[config.mk]
export PLATFORM = sky130hd
export DESIGN_NAME = pd_detect_ctrl
export DESIGN_NICKNAME = d
export VERILOG_FILES = /design/src/rtl/pdd_pkg.sv /design/src/rtl/pdd_timer.sv /design/src/rtl/pdd_irq.sv /design/src/rtl/pdd_fsm.sv /design/src/rtl/pd_detect_ctrl.sv
export SDC_FILE = /design/constraint.sdc
export NUM_CORES = 1
export LEC_CHECK = 0
export BUFFER_PORTS_ARGS = -buffer_cell sky130_fd_sc_hd__buf_4
export CAP_MARGIN = 15
export CORE_MARGIN = 2
export CORE_UTILIZATION = 54
export DETAILED_ROUTE_END_ITERATION = 6
export HOLD_SLACK_MARGIN = 0.15
export PLACE_DENSITY = 0.75
export SYNTH_ARGS = -nofsm -noshare
export SYNTH_HDL_FRONTEND = slang
export SYNTH_SLANG_ARGS = --single-unit
[constraint.sdc]
create_clock -name clk -period 1.8 [get_ports clk]
set_input_delay 0.27 -clock clk [delete_from_list [all_inputs] [get_ports clk]]
set_output_delay 0.27 -clock clk [all_outputs]
set_load 0.02 [all_outputs]
[src/rtl/pdd_pkg.sv]
package pdd_pkg;

    typedef enum logic [2:0] {
        PD_OFF  = 3'd0,
        PD_ARM  = 3'd1,
        PD_WAIT = 3'd2,
        PD_AN   = 3'd3,
        PD_LINK = 3'd4
    } pd_state_e;

    typedef enum logic [1:0] {
        DC_IDLE    = 2'b00,
        DC_POWERED = 2'b01,
        DC_NONE    = 2'b10
    } det_code_e;

endpackage

[src/rtl/pdd_timer.sv]
module pdd_timer #(
    parameter int TIMEOUT_CYC = 1024
) (
    input  logic clk,
    input  logic rst_n,
    input  logic run,
    output logic expired
);
    localparam int CW = (TIMEOUT_CYC > 1) ? $clog2(TIMEOUT_CYC) : 1;
    localparam logic [CW-1:0] LAST = CW'(TIMEOUT_CYC - 1);

    logic [CW-1:0] cnt_q;

    assign expired = run && (cnt_q == LAST);

    always_ff @(posedge clk or negedge rst_n) begin
        if (!rst_n) begin
            cnt_q <= '0;
        end else if (!run) begin
            cnt_q <= '0;
        end else if (!expired) begin
            cnt_q <= cnt_q + 1'b1;
        end
    end


    cnt_range_chk: assert property (@(posedge clk) disable iff (!rst_n)
        cnt_q <= LAST);


    cnt_restart_chk: assert property (@(posedge clk) disable iff (!rst_n)
        !run |=> cnt_q == '0);

endmodule

[src/rtl/pdd_irq.sv]
module pdd_irq (
    input  logic clk,
    input  logic rst_n,
    input  logic hit,
    input  logic rd,
    output logic irq
);
    logic irq_q;

    always_ff @(posedge clk or negedge rst_n) begin
        if (!rst_n) begin
            irq_q <= 1'b0;
        end else if (hit) begin
            irq_q <= 1'b1;
        end else if (rd) begin
            irq_q <= 1'b0;
        end
    end

    assign irq = irq_q;


    irq_set_chk: assert property (@(posedge clk) disable iff (!rst_n)
        hit |=> irq);


    irq_clear_chk: assert property (@(posedge clk) disable iff (!rst_n)
        (rd && !hit) |=> !irq);


    irq_hold_chk: assert property (@(posedge clk) disable iff (!rst_n)
        (irq && !rd) |=> irq);

endmodule

[src/rtl/pdd_fsm.sv]
module pdd_fsm
    import pdd_pkg::*;
(
    input  logic       clk,
    input  logic       rst_n,
    input  logic       enable,
    input  logic       loop_seen,
    input  logic       link_up,
    input  logic       tmo,
    output logic       wait_run,
    output logic       hit,
    output logic [1:0] det_status,
    output logic       flp_req,
    output logic       autoneg_go
);
    pd_state_e state_q, state_d;
    det_code_e code_q;

    // Detection event: a returned burst during the wait window.
    assign hit = enable && (state_q == PD_WAIT) && loop_seen;

    always_ff @(posedge clk or negedge rst_n) begin
        if (!rst_n) begin
            state_q <= PD_OFF;
        end else begin
            state_q <= state_d;
        end
    end

    always_comb begin
        state_d = state_q;
        if (!enable) begin
            state_d = PD_OFF;
        end else begin
            unique case (state_q)
                PD_OFF:  state_d = PD_ARM;
                PD_ARM:  state_d = PD_WAIT;
                PD_WAIT: begin
                    if (loop_seen)  state_d = PD_ARM;
                    else if (tmo)   state_d = PD_AN;
                end
                PD_AN:   if (link_up)  state_d = PD_LINK;
                PD_LINK: if (!link_up) state_d = PD_ARM;
                default: state_d = PD_OFF;
            endcase
        end
    end

    always_comb begin
        flp_req    = 1'b0;
        autoneg_go = 1'b0;
        wait_run   = 1'b0;
        unique case (state_q)
            PD_OFF:  ;
            PD_ARM:  flp_req = 1'b1;
            PD_WAIT: wait_run = 1'b1;
            PD_AN:   autoneg_go = 1'b1;
            PD_LINK: autoneg_go = 1'b1;
            default: ;
        endcase
    end

    always_ff @(posedge clk or negedge rst_n) begin
        if (!rst_n) begin
            code_q <= DC_IDLE;
        end else if (!enable) begin
            code_q <= DC_IDLE;
        end else if (hit) begin
            code_q <= DC_POWERED;
        end else if (state_q == PD_WAIT && tmo) begin
            code_q <= DC_NONE;
        end else if (state_q == PD_LINK && !link_up) begin
            code_q <= DC_IDLE;
        end
    end

    assign det_status = code_q;


    no_reserved_code_chk: assert property (@(posedge clk) disable iff (!rst_n)
        det_status != 2'b11);


    phase_exclusive_chk: assert property (@(posedge clk) disable iff (!rst_n)
        !(autoneg_go && flp_req));


    flp_single_chk: assert property (@(posedge clk) disable iff (!rst_n)
        flp_req |=> !flp_req);


    expire_to_an_chk: assert property (@(posedge clk) disable iff (!rst_n)
        (enable && tmo && !loop_seen) |=> (autoneg_go && det_status == 2'b10));


    link_drop_rearm_chk: assert property (@(posedge clk) disable iff (!rst_n)
        (enable && state_q == PD_LINK && !link_up) |=> (flp_req && !autoneg_go));


    disable_idle_chk: assert property (@(posedge clk) disable iff (!rst_n)
        !enable |=> (det_status == 2'b00 && !flp_req && !autoneg_go));

endmodule

[src/rtl/pd_detect_ctrl.sv]
module pd_detect_ctrl #(
    parameter int TIMEOUT_CYC = 1024
) (
    input  logic       clk,
    input  logic       rst_n,
    input  logic       enable,
    input  logic       loop_seen,
    input  logic       link_up,
    input  logic       status_rd,
    output logic [1:0] det_status,
    output logic       irq,
    output logic       flp_req,
    output logic       autoneg_go
);
    logic wait_run;
    logic tmo;
    logic hit;

    pdd_timer #(.TIMEOUT_CYC(TIMEOUT_CYC)) u_timer (
        .clk     (clk),
        .rst_n   (rst_n),
        .run     (wait_run),
        .expired (tmo)
    );

    pdd_fsm u_fsm (
        .clk        (clk),
        .rst_n      (rst_n),
        .enable     (enable),
        .loop_seen  (loop_seen),
        .link_up    (link_up),
        .tmo        (tmo),
        .wait_run   (wait_run),
        .hit        (hit),
        .det_status (det_status),
        .flp_req    (flp_req),
        .autoneg_go (autoneg_go)
    );

    pdd_irq u_irq (
        .clk   (clk),
        .rst_n (rst_n),
        .hit   (hit),
        .rd    (status_rd),
        .irq   (irq)
    );

endmodule

==> out/summary.txt <==
Final cycle utilization of the critical path -> 92.8%
Max-cap violations -> 0
Port Buffers -> 10
Hold_ws -> 0.164 ns
Initial Util -> 57.4%
Post-layout min period -> 1.67 ns
Core ar. -> 0.00149 mm^2
Most frequent cells after synthesis -> dfrtp_1 (16), o21ai_0 (7), nand2_1 (6), nor2_1 (6)
Fmax -> 599 MHz
Hold Path End -> u_irq.irq
Peak VDD IR -> 0.468 mV
H-tree depth -> 1
Post-synth top area share -> 46.9%
Worst Min Path Start -> status_rd
Ports -> 11
Non-Filler Instances -> 116
Grt ovf -> 0
TritonRoute pass-1 iters -> 5
RSZ-0062 raised after global routing -> no
Fin util -> 65.5%
Post-route setup TNS -> 0 ns
Clock-pin slew on the worst setup and hold paths -> 0.09 ns
CP Max Fanout -> 6
Post-synthesis sequential area ratio -> 46.9%
Slew Viols, Final -> 0
Post-synth EDFFs -> 0
Fillcell total -> 117
P_leak -> 0.420 nW
Clk Latency, worst-skew pair -> 0.29 ns
Routed Antenna Nets -> 0
Remaining routing DRC violations -> 0
First-pass GRT wire length -> 2.89 mm
Hold path depth -> 2
Max Buffers Root-to-Sink -> 2
Count of cell types in the netlist -> 32
Hpwl dp -> 1.14 mm
Initial antenna violation count -> 0
Seq cells post-synth -> 16
GP Congestion -> 0.813
Synth Flop Type -> dfrtp_1
Status -> finished clean
Avg Vias per Cell -> 6.13
Ys Warns -> 0
Num CTS Buffers -> 3
DR vias -> 711
Synth Net Count -> 96
Worst R2R Path Depth -> 5
Die X -> 43.8 um
Cell with the most instances after synthesis -> dfrtp_1
Design area -> 975 um^2
CP Capture Type -> register
Syn Inst Count -> 89
Die area -> 0.00192 mm^2
R2R Setup Slk -> 0.13 ns
Final nets -> 108
CTS sink cnt -> 16
Slew @ Worst Pin -> 0.296 ns
Yosys top cell by area -> dfrtp_1
Crit path DAT -> 1.89 ns
Synth Area per Inst -> 9.60 um^2
Clk_skew -> 0.00110 ns
Die height -> 43.8 um
Vias in the first global route -> 643
Dominant cells by area after synthesis -> dfrtp_1 (47%), o21ai_0 (4.1%), nand4_1 (3.7%), xnor2_1 (3.1%), a21oi_1 (2.9%)
Ys async rst share -> 100%
Share of layout cells above drive strength 1 -> 20.0%
Worst R2R Start -> u_timer.cnt_q[0]
CP required -> 2.02 ns
Hold Vio Cnt, Final -> 0
Inst Count DP -> 111
Largest net degree at the start of global routing -> 17
Mapped Area -> 855 um^2
Final setup fails -> 0
1st-iter DRT viols -> 18
Ant. Diodes -> 0
Placed Area -> 926 um^2
R2r endpoint -> u_timer.cnt_q[7]
DR WL/cell -> 13.7 um
Pwr dens -> 716 mW/mm^2
Overall Global Routing Usage -> 20.1%
Critical path class -> register to register
Cell Rows -> 14
HP Class -> input pin to register
CTS tree -> built
Layout area overhead -> 14.1%
Critical path startpoint category -> register
Relative slew slack -> 80.3%
Final wirelength -> 1.59 mm
Root buffer cell -> clkbuf_4
==> layout by cell type, fill, tap and decap left out, types with 2 or more instances in the layout <==
master,Yosys,routed
xnor2_1,3,3
nand3_1,4,4
inv_1,2,2
o21ai_0,7,7
nor3b_1,3,3
a21oi_1,5,5
a31oi_1,3,3
nor2_1,6,6
and4_1,2,2
nand2_1,6,6
clkbuf_4,0,3
nand2b_1,2,2
buf_4,0,11
dfrtp_1,16,16
nand4_1,5,5
a211oi_1,2,2
and3_1,3,3
==> area by class of cell <==
type	count	area, um^2	area share [%]
flip-flops and latches	16	400	41.1
multi-input cells	66	418	42.9
well taps	16	20.0	2.05
repair buffers	12	92.6	9.50
clock buffers	4	36.3	3.72
inverters	2	7.51	0.770
==> metal layers <==
metal | share of wire, % | up-vias | wire, um | global-route usage (%)
met3 | 3.5 | 7 | 55 | 3.75
met5 | 0 | - | 0 | 0
li1 | - | 352 | - | -
met1 | 50 | 338 | 788 | 28.8
met4 | 2.1 | 0 | 34 | 7.27
met2 | 45 | 14 | 711 | 30.6
==> cells by family (layout without fill, tap and decap cells) <==
group	Yosys count	count (layout)	synth area share, %
AND/OR/NAND/NOR	40	40	28.1
XOR/XNOR	3	3	3.08
AO/OA/AOI/OAI	22	22	16.0
buffers and inverters	7	18	4.54
adder cells (fa/ha/maj)	1	1	1.46
flip-flops	16	16	46.9
==> worst max-delay path, stage by stage, from the launching register on <==
cell and delay (ns):
dfrtp_1 0.42, ha_2 0.23, and3_1 0.17, a211o_1 0.32, or3_1 0.31, a21oi_1 0.14
==> per-stage QoR <==
stage | total power, mW | setup WS (ns)
after floorplan | 0.430 | 0.183
after global placement | 0.463 | 0.141
after detailed placement | 0.464 | 0.100
after CTS | 0.704 | 0.0777
after global routing | 0.727 | 0.0603
final | 0.697 | 0.130
==> repair_timing <==
item                       4_1_cts  5_1_grt
setup endpoints to repair        0        1
buffers inserted                 0        0
hold buffers                     1        0
hold endpoints to repair        16        0
gates resized for setup          0        1
==> worst max path at each step <==
stage,from,endpoint,slack [ns],cells after the start
finish,u_timer.cnt_q[0],u_timer.cnt_q[7],0.13,5
global route,u_timer.cnt_q[0],u_timer.cnt_q[7],0.06,5
CTS,u_timer.cnt_q[0],u_timer.cnt_q[7],0.08,5
detailed placement,u_timer.cnt_q[0],u_timer.cnt_q[7],0.10,5
global placement,u_timer.cnt_q[0],u_timer.cnt_q[7],0.14,5
floorplan,u_timer.cnt_q[0],u_timer.cnt_q[7],0.18,5
==> sequential cells by signal, summed over array words and instances, names as in the netlist <==
name              cells
u_irq.irq             1
u_timer.cnt_q        10
u_fsm.det_status      2
u_fsm.state_q         3
==> power by group <==
part           switching (mW)  leakage [nW]  internal [mW]  total (mW)
clock                   0.116        0.0210          0.123       0.240
combinational          0.0385         0.179         0.0357      0.0742
sequential             0.0156         0.221          0.368       0.384
No activity file was read; power rests on OpenSTA's default activity.
